### config.mk
export PLATFORM = sky130hd
export DESIGN_NAME = sync_serial_xcvr
export DESIGN_NICKNAME = d
export VERILOG_FILES = /design/src/rtl/ssx_pkg.sv /design/src/rtl/ssx_edge_sync.sv /design/src/rtl/ssx_ctrl.sv /design/src/rtl/ssx_datapath.sv /design/src/rtl/sync_serial_xcvr.sv
export SDC_FILE = /design/constraint.sdc
export NUM_CORES = 1
export LEC_CHECK = 0
export BUFFER_PORTS_ARGS = -buffer_cell sky130_fd_sc_hd__buf_4
export CORE_UTILIZATION = 40
export DETAILED_ROUTE_END_ITERATION = 10
export PLACE_DENSITY_LB_ADDON = 0.25
export SLEW_MARGIN = 40
export SYNTH_ARGS = -nofsm -noshare
export SYNTH_HDL_FRONTEND = slang
export SYNTH_SLANG_ARGS = --single-unit
export TNS_END_PERCENT = 10
### constraint.sdc
create_clock -name clk -period 2.4 [get_ports clk]
set_input_delay 0 -clock clk [delete_from_list [all_inputs] [get_ports clk]]
set_output_delay 0 -clock clk [all_outputs]
set_load 0.02 [all_outputs]
### src/rtl/ssx_pkg.sv
package ssx_pkg;
  // strobes sent from control to datapath, one cycle each
  typedef struct packed {
    logic load;    // capture a new transmit byte
    logic sample;  // shift serIn into the receive register
    logic shift;   // advance the transmit register
    logic last;    // the sample is the final one of the frame
    logic active;  // a frame is in progress
  } ssx_strobe_t;
endpackage

### src/rtl/ssx_edge_sync.sv
module ssx_edge_sync #(
  parameter int SYNC_STAGES = 2
) (
  input  logic clk,
  input  logic rstN,
  input  logic pinIn,
  output logic rise,
  output logic fall
);
  localparam int PIPE_W = SYNC_STAGES + 1;

  logic [PIPE_W-1:0] pipeQ;

  // rests at mark level so leaving reset never looks like an edge
  always_ff @(posedge clk or negedge rstN) begin
    if (!rstN) pipeQ <= '1;
    else       pipeQ <= {pipeQ[PIPE_W-2:0], pinIn};
  end

  assign rise = pipeQ[PIPE_W-2] & ~pipeQ[PIPE_W-1];
  assign fall = ~pipeQ[PIPE_W-2] & pipeQ[PIPE_W-1];
endmodule

### src/rtl/ssx_ctrl.sv
module ssx_ctrl
  import ssx_pkg::*;
#(
  parameter int DATA_BITS = 8,
  parameter int DIV_W     = 8
) (
  input  logic             clk,
  input  logic             rstN,
  input  logic             cfgMaster,
  input  logic             cfgClkOutEn,
  input  logic             cfgFraming,
  input  logic             cfgDelay,
  input  logic             cfgInvert,
  input  logic [DIV_W-1:0] cfgDivider,
  input  logic             txValid,
  output logic             txReady,
  input  logic             sclkIn,
  output logic             sclkOut,
  output logic             sclkOe,
  output ssx_strobe_t      strb
);
  localparam int MAX_BITS = DATA_BITS + 2;
  localparam int CNT_W    = $clog2(2 * MAX_BITS + 1);
  localparam logic [CNT_W-1:0] FRAMED_BITS = CNT_W'(MAX_BITS);
  localparam logic [CNT_W-1:0] PLAIN_BITS  = CNT_W'(DATA_BITS);

  logic             busyQ;
  logic [DIV_W-1:0] halfCntQ;
  logic [CNT_W-1:0] phaseQ;     // half-bit index (internal) or sample count (external)
  logic             sampledQ;   // external mode: a sample is waiting for its shift

  logic             intClk;
  logic [CNT_W-1:0] nBits, lastHalf, lastSampleHalf;
  logic [DIV_W-1:0] divEff;
  logic             accept, halfEnd;
  logic             sampleInt, shiftInt, lastInt, endInt;
  logic             extRise, extFall, sampleEdge, driveEdge;
  logic             sampleExt, shiftExt, lastExt;

  ssx_edge_sync #(.SYNC_STAGES(2)) sync_i (
    .clk  (clk),
    .rstN (rstN),
    .pinIn(sclkIn),
    .rise (extRise),
    .fall (extFall)
  );

  assign intClk         = cfgMaster & cfgClkOutEn;
  assign nBits          = cfgFraming ? FRAMED_BITS : PLAIN_BITS;
  assign lastHalf       = (nBits << 1) - CNT_W'(1);
  assign lastSampleHalf = (nBits << 1) - CNT_W'(2);
  assign divEff         = (cfgDivider == '0) ? DIV_W'(1) : cfgDivider;
  assign accept         = txValid & ~busyQ;

  // internal clock: even half-bits end with a sample, odd ones with a shift
  assign halfEnd   = busyQ & intClk & (halfCntQ == divEff - DIV_W'(1));
  assign sampleInt = halfEnd & ~phaseQ[0];
  assign lastInt   = sampleInt & (phaseQ == lastSampleHalf);
  assign endInt    = halfEnd & (phaseQ == lastHalf);
  assign shiftInt  = halfEnd & phaseQ[0] & ~endInt;

  // external clock: sample edge, then the opposite edge advances the output
  assign sampleEdge = cfgInvert ? extFall : extRise;
  assign driveEdge  = cfgInvert ? extRise : extFall;
  assign sampleExt  = busyQ & ~intClk & sampleEdge;
  assign lastExt    = sampleExt & (phaseQ == nBits - CNT_W'(1));
  assign shiftExt   = busyQ & ~intClk & driveEdge & sampledQ;

  always_ff @(posedge clk or negedge rstN) begin
    if (!rstN) begin
      busyQ    <= 1'b0;
      halfCntQ <= '0;
      phaseQ   <= '0;
      sampledQ <= 1'b0;
    end else if (accept) begin
      busyQ    <= 1'b1;
      halfCntQ <= '0;
      phaseQ   <= '0;
      sampledQ <= 1'b0;
    end else if (busyQ) begin
      if (intClk) begin
        if (halfEnd) begin
          halfCntQ <= '0;
          if (endInt) busyQ  <= 1'b0;
          else        phaseQ <= phaseQ + CNT_W'(1);
        end else begin
          halfCntQ <= halfCntQ + DIV_W'(1);
        end
      end else begin
        if (sampleExt) begin
          if (lastExt) busyQ <= 1'b0;
          else begin
            phaseQ   <= phaseQ + CNT_W'(1);
            sampledQ <= 1'b1;
          end
        end
        if (shiftExt) sampledQ <= 1'b0;
      end
    end
  end

  assign txReady = ~busyQ;
  assign sclkOe  = intClk;
  // first half of a bit is low unless exactly one of invert/delay is set
  assign sclkOut = (busyQ & intClk) ? (phaseQ[0] ^ cfgInvert ^ cfgDelay) : 1'b1;

  assign strb.load   = accept;
  assign strb.sample = sampleInt | sampleExt;
  assign strb.shift  = shiftInt | shiftExt;
  assign strb.last   = lastInt | lastExt;
  assign strb.active = busyQ;
endmodule

### src/rtl/ssx_datapath.sv
module ssx_datapath
  import ssx_pkg::*;
#(
  parameter int DATA_BITS = 8
) (
  input  logic                 clk,
  input  logic                 rstN,
  input  logic                 cfgFraming,
  input  ssx_strobe_t          strb,
  input  logic [DATA_BITS-1:0] txData,
  input  logic                 serIn,
  output logic                 serOut,
  output logic [DATA_BITS-1:0] rxData,
  output logic                 rxValid,
  output logic                 rxFrameErr
);
  localparam int SR_W = DATA_BITS + 2;

  logic [SR_W-1:0] txSrQ, rxSrQ;
  logic            rxValidQ, rxErrQ;

  always_ff @(posedge clk or negedge rstN) begin
    if (!rstN) begin
      txSrQ <= '1;
    end else if (strb.load) begin
      txSrQ <= cfgFraming ? {1'b1, txData, 1'b0} : {2'b11, txData};
    end else if (strb.shift) begin
      txSrQ <= {1'b1, txSrQ[SR_W-1:1]};
    end
  end

  always_ff @(posedge clk or negedge rstN) begin
    if (!rstN) begin
      rxSrQ    <= '0;
      rxValidQ <= 1'b0;
      rxErrQ   <= 1'b0;
    end else begin
      if (strb.sample) rxSrQ <= {serIn, rxSrQ[SR_W-1:1]};
      rxValidQ <= strb.sample & strb.last;
      rxErrQ   <= strb.sample & strb.last & cfgFraming & ~serIn;
    end
  end

  assign serOut     = strb.active ? txSrQ[0] : 1'b1;
  assign rxData     = cfgFraming ? rxSrQ[SR_W-2:1] : rxSrQ[SR_W-1:2];
  assign rxValid    = rxValidQ;
  assign rxFrameErr = rxErrQ;
endmodule

### src/rtl/sync_serial_xcvr.sv
module sync_serial_xcvr
  import ssx_pkg::*;
#(
  parameter int DATA_BITS = 8,
  parameter int DIV_W     = 8
) (
  input  logic                 clk,
  input  logic                 rstN,
  input  logic                 cfgMaster,
  input  logic                 cfgClkOutEn,
  input  logic                 cfgFraming,
  input  logic                 cfgDelay,
  input  logic                 cfgInvert,
  input  logic [DIV_W-1:0]     cfgDivider,
  input  logic [DATA_BITS-1:0] txData,
  input  logic                 txValid,
  output logic                 txReady,
  input  logic                 serIn,
  output logic                 serOut,
  input  logic                 sclkIn,
  output logic                 sclkOut,
  output logic                 sclkOe,
  output logic [DATA_BITS-1:0] rxData,
  output logic                 rxValid,
  output logic                 rxFrameErr
);
  ssx_strobe_t strb;

  ssx_ctrl #(.DATA_BITS(DATA_BITS), .DIV_W(DIV_W)) ctrl_i (
    .clk        (clk),
    .rstN       (rstN),
    .cfgMaster  (cfgMaster),
    .cfgClkOutEn(cfgClkOutEn),
    .cfgFraming (cfgFraming),
    .cfgDelay   (cfgDelay),
    .cfgInvert  (cfgInvert),
    .cfgDivider (cfgDivider),
    .txValid    (txValid),
    .txReady    (txReady),
    .sclkIn     (sclkIn),
    .sclkOut    (sclkOut),
    .sclkOe     (sclkOe),
    .strb       (strb)
  );

  ssx_datapath #(.DATA_BITS(DATA_BITS)) dp_i (
    .clk       (clk),
    .rstN      (rstN),
    .cfgFraming(cfgFraming),
    .strb      (strb),
    .txData    (txData),
    .serIn     (serIn),
    .serOut    (serOut),
    .rxData    (rxData),
    .rxValid   (rxValid),
    .rxFrameErr(rxFrameErr)
  );
endmodule

==> out/results.ini <==
[run_status]
outcome = completed

[logic_synthesis]
async_reset_ff_share_pct = 100
synth_warnings = 0
yosysTopAreaCell = dfrtp_1
syn_area_um2 = 2540
syn_area_per_cell_um2 = 9.71
synth_top_area_share_pct = 25.6
seq_area_frac_synth_pct = 38.0
synthCells = 262
synth_cell_type_count = 56
synth_edf_count = 0
synth_flop_cell = dfrtp_1
synth-seq-cells = 38
syn-num-nets = 292
netlist_top_cells_area = dfrtp_1 26%, dfstp_2 12%, mux2_2 7.1%

[place]
place.gp.congestion = 0.931
dpl.hpwl_um = 4380
place_inst = 396
dpl_cell_area_um2 = 3130
place_ws_ns = -0.0716
port_buffers = 39

[final_layout]
diodes = 0
mostFrequentLayoutCells = 69 x buf_4, 28 x nand2_1, 26 x dfrtp_1
n_fill_cell = 547
drive_gt1_share_pct = 36.4
nets = 364
layout_commonest_cell = buf_4
areaGrowthSynthToFinish_pct = 32.1
stdcell_count = 410
design_area_um2 = 3360

[power_and_ir_drop]
power_density_nw_per_um2 = 951
ir_drop_mv = 0.585
seqPwrFrac_pct = 34.2
power.internal_uw = 2060
clkPwrFrac_pct = 21.3
p_leak_uw = 0.00157
netSwitchingPower_uw = 1140
pwr-share-comb_pct = 44.5
finalPower_uw = 3200
swShare_pct = 35.5

[clocking]
root_buffer = clkbuf_8
clkLatencyLatePin_ns = 0.29
cts_tree = built
clk_pin_slew_ns = 0.08
cts_buffer_depth = 2
cts-htree-levels = 2
cts_sinks = 38
cts-buffers-inserted = 5

[hold_path]
hold_class = input port to flip-flop
min_path_cells = 3

[floorplan]
die_area_um2 = 6680
die_y_um = 81.7
io_pins = 40
initial_utilization_pct = 42.2
rows = 28
core_area_um2 = 6030
die_w_um = 81.7

[grt]
grt_start_max_net_pins = 39
grt_pass1_wl_um = 9670
grt.overflow.total = 0
grt_pass1_vias = 2153
antenna_found_initial = 0
grt_usage_pct = 19.1

[detailed_routing]
routed_wl_um = 6040
antenna_left = 0
first_pass_iters = 4
wl_per_cell_um = 14.7
via_count = 2242
via_per_inst = 5.47
drc = 0
drt_iter0_markers = 72

[critical_path]
slowest_stage = dfstp_2
critPathArrivalTime_ns = 2.55
path_max_fanout = 7
startpoint_type = flip-flop
cpPeakStageDelay_ns = 0.53
cp-end-kind = flip-flop
cp_cell_sequence = or3b_2, a221oi_4, mux2i_4, buf_4, nor2_1, a211o_1
critPathKind = flip-flop to flip-flop
rr_worst_depth = 6
worstPathRequired_ns = 2.58

[timing]
period_needed_ns = 2.38
worst_slack_ns = 0.0231
setup_viol = 0
fmaxAchievable_mhz = 421
maxSlewViolCount = 0
rsz0062_at_grt = true
slew_headroom_pct = 66.3
finalHoldViolCount = 0
period_share_pct = 99.0
skew_ns = 0.00881
worst_pin_slew_ns = 0.506

[job]
drv_cap = 0

power by group through the flow:
stage / registers (uW) / logic, uW / clock network [uW]
floorplan: 1060 / 901 / 0
global placement: 1090 / 1340 / 0
detailed placement: 1100 / 1360 / 0
CTS: 1090 / 1390 / 694
global route: 1130 / 1550 / 718
finish: 1090 / 1420 / 682
layer usage:
| layer | vias up | GRT usage [%] | share of wire, % |
|---|---|---|---|
| li1 | 1096 | - | - |
| met1 | 1077 | 22.7 | 44 |
| met2 | 57 | 33.6 | 50 |
| met3 | 12 | 3.56 | 4.3 |
| met4 | 0 | 7.89 | 2.2 |
| met5 | - | 0 | 0 |
cell usage after synthesis (8+ instances only):
cell / number
dfrtp_1: 26
xor2_1: 9
a21oi_1: 17
dfstp_2: 12
mux2_1: 9
nand2_1: 28
mux2i_1: 14
inv_1: 8
nor2_1: 25
mux2_2: 16
nor3_1: 9
logic make-up (layout without fill, tap and decap cells):
kind of cell | after synthesis | in the layout | share of synthesized area, %
AOI/OAI and AO/OA | 41 | 41 | 12.2
and+or+nand+nor | 109 | 109 | 23.7
buffers and inverters | 17 | 90 | 2.80
muxes | 39 | 39 | 16.6
xor gates and xnor gates | 14 | 14 | 4.82
DFF | 38 | 38 | 38.0
adders and majority gates | 4 | 4 | 1.97
per-stage QoR:
stage | hold slack [ns] | util (%) | setup TNS [ns]
final | 0.00875 | 55.8 | 0
after global routing | 0.0217 | 55.8 | -0.0332
after CTS | 0.00145 | 55.3 | 0
after detailed placement | 0.00503 | 51.9 | -0.820
after global placement | 0.00810 | 51.9 | -0.712
after floorplan | -0.296 | - | -0.782
worst max-delay path, delay by kind of cell (launching register included):
family	cells	cell delay, ns
AO/OA/AOI/OAI	2	0.62
flip-flops	1	0.53
AND/OR/NAND/NOR	2	0.53
multiplexers	1	0.42
buffers and inverters	1	0.17
sequential cells by signal (all words and copies together), names as in the netlist, 3 cells and up:
register             count
dp_i.rxSrQ               9
ctrl_i.sync_i.pipeQ      3
dp_i.txSrQ               9
ctrl_i.halfCntQ          8
ctrl_i.phaseQ            5
final timing paths:
path | from | slack, ns | end
min in group asynchronous | rstN | 0.22 | ctrl_i.phaseQ[2]
max in group asynchronous | rstN | 1.81 | dp_i.txSrQ[6]
worst max register to register | ctrl_i.sync_i.pipeQ[1] | 0.02 | ctrl_i.phaseQ[4]
worst min register to register | ctrl_i.sync_i.pipeQ[0] | 0.36 | ctrl_i.sync_i.pipeQ[1]
worst min-delay path | txData[7] | 0.009 | dp_i.txSrQ[8]
worst max-delay path | ctrl_i.sync_i.pipeQ[1] | 0.02 | ctrl_i.phaseQ[4]
cell type report:
| class | count | area [um^2] | area share (%) |
|---|---|---|---|
| clock inverter | 2 | 60.1 | 1.79 |
| clock buffer | 6 | 82.6 | 2.46 |
| sequential | 38 | 966 | 28.7 |
| tap | 75 | 93.8 | 2.79 |
| inverter | 9 | 33.8 | 1.01 |
| multi-input combinational | 207 | 1560 | 46.3 |
| timing repair buffer | 73 | 568 | 16.9 |
timing repair:
item | in CTS | in global routing
pin swaps | 0 | 1
buffers inserted | 1 | 2
gates cloned | 0 | 0
hold endpoints to repair | 29 | 0
hold buffers | 3 | 0
endpoints found under the setup margin | 3 | 3
resized for setup | 3 | 3
(Power assumes the default switching activity.)
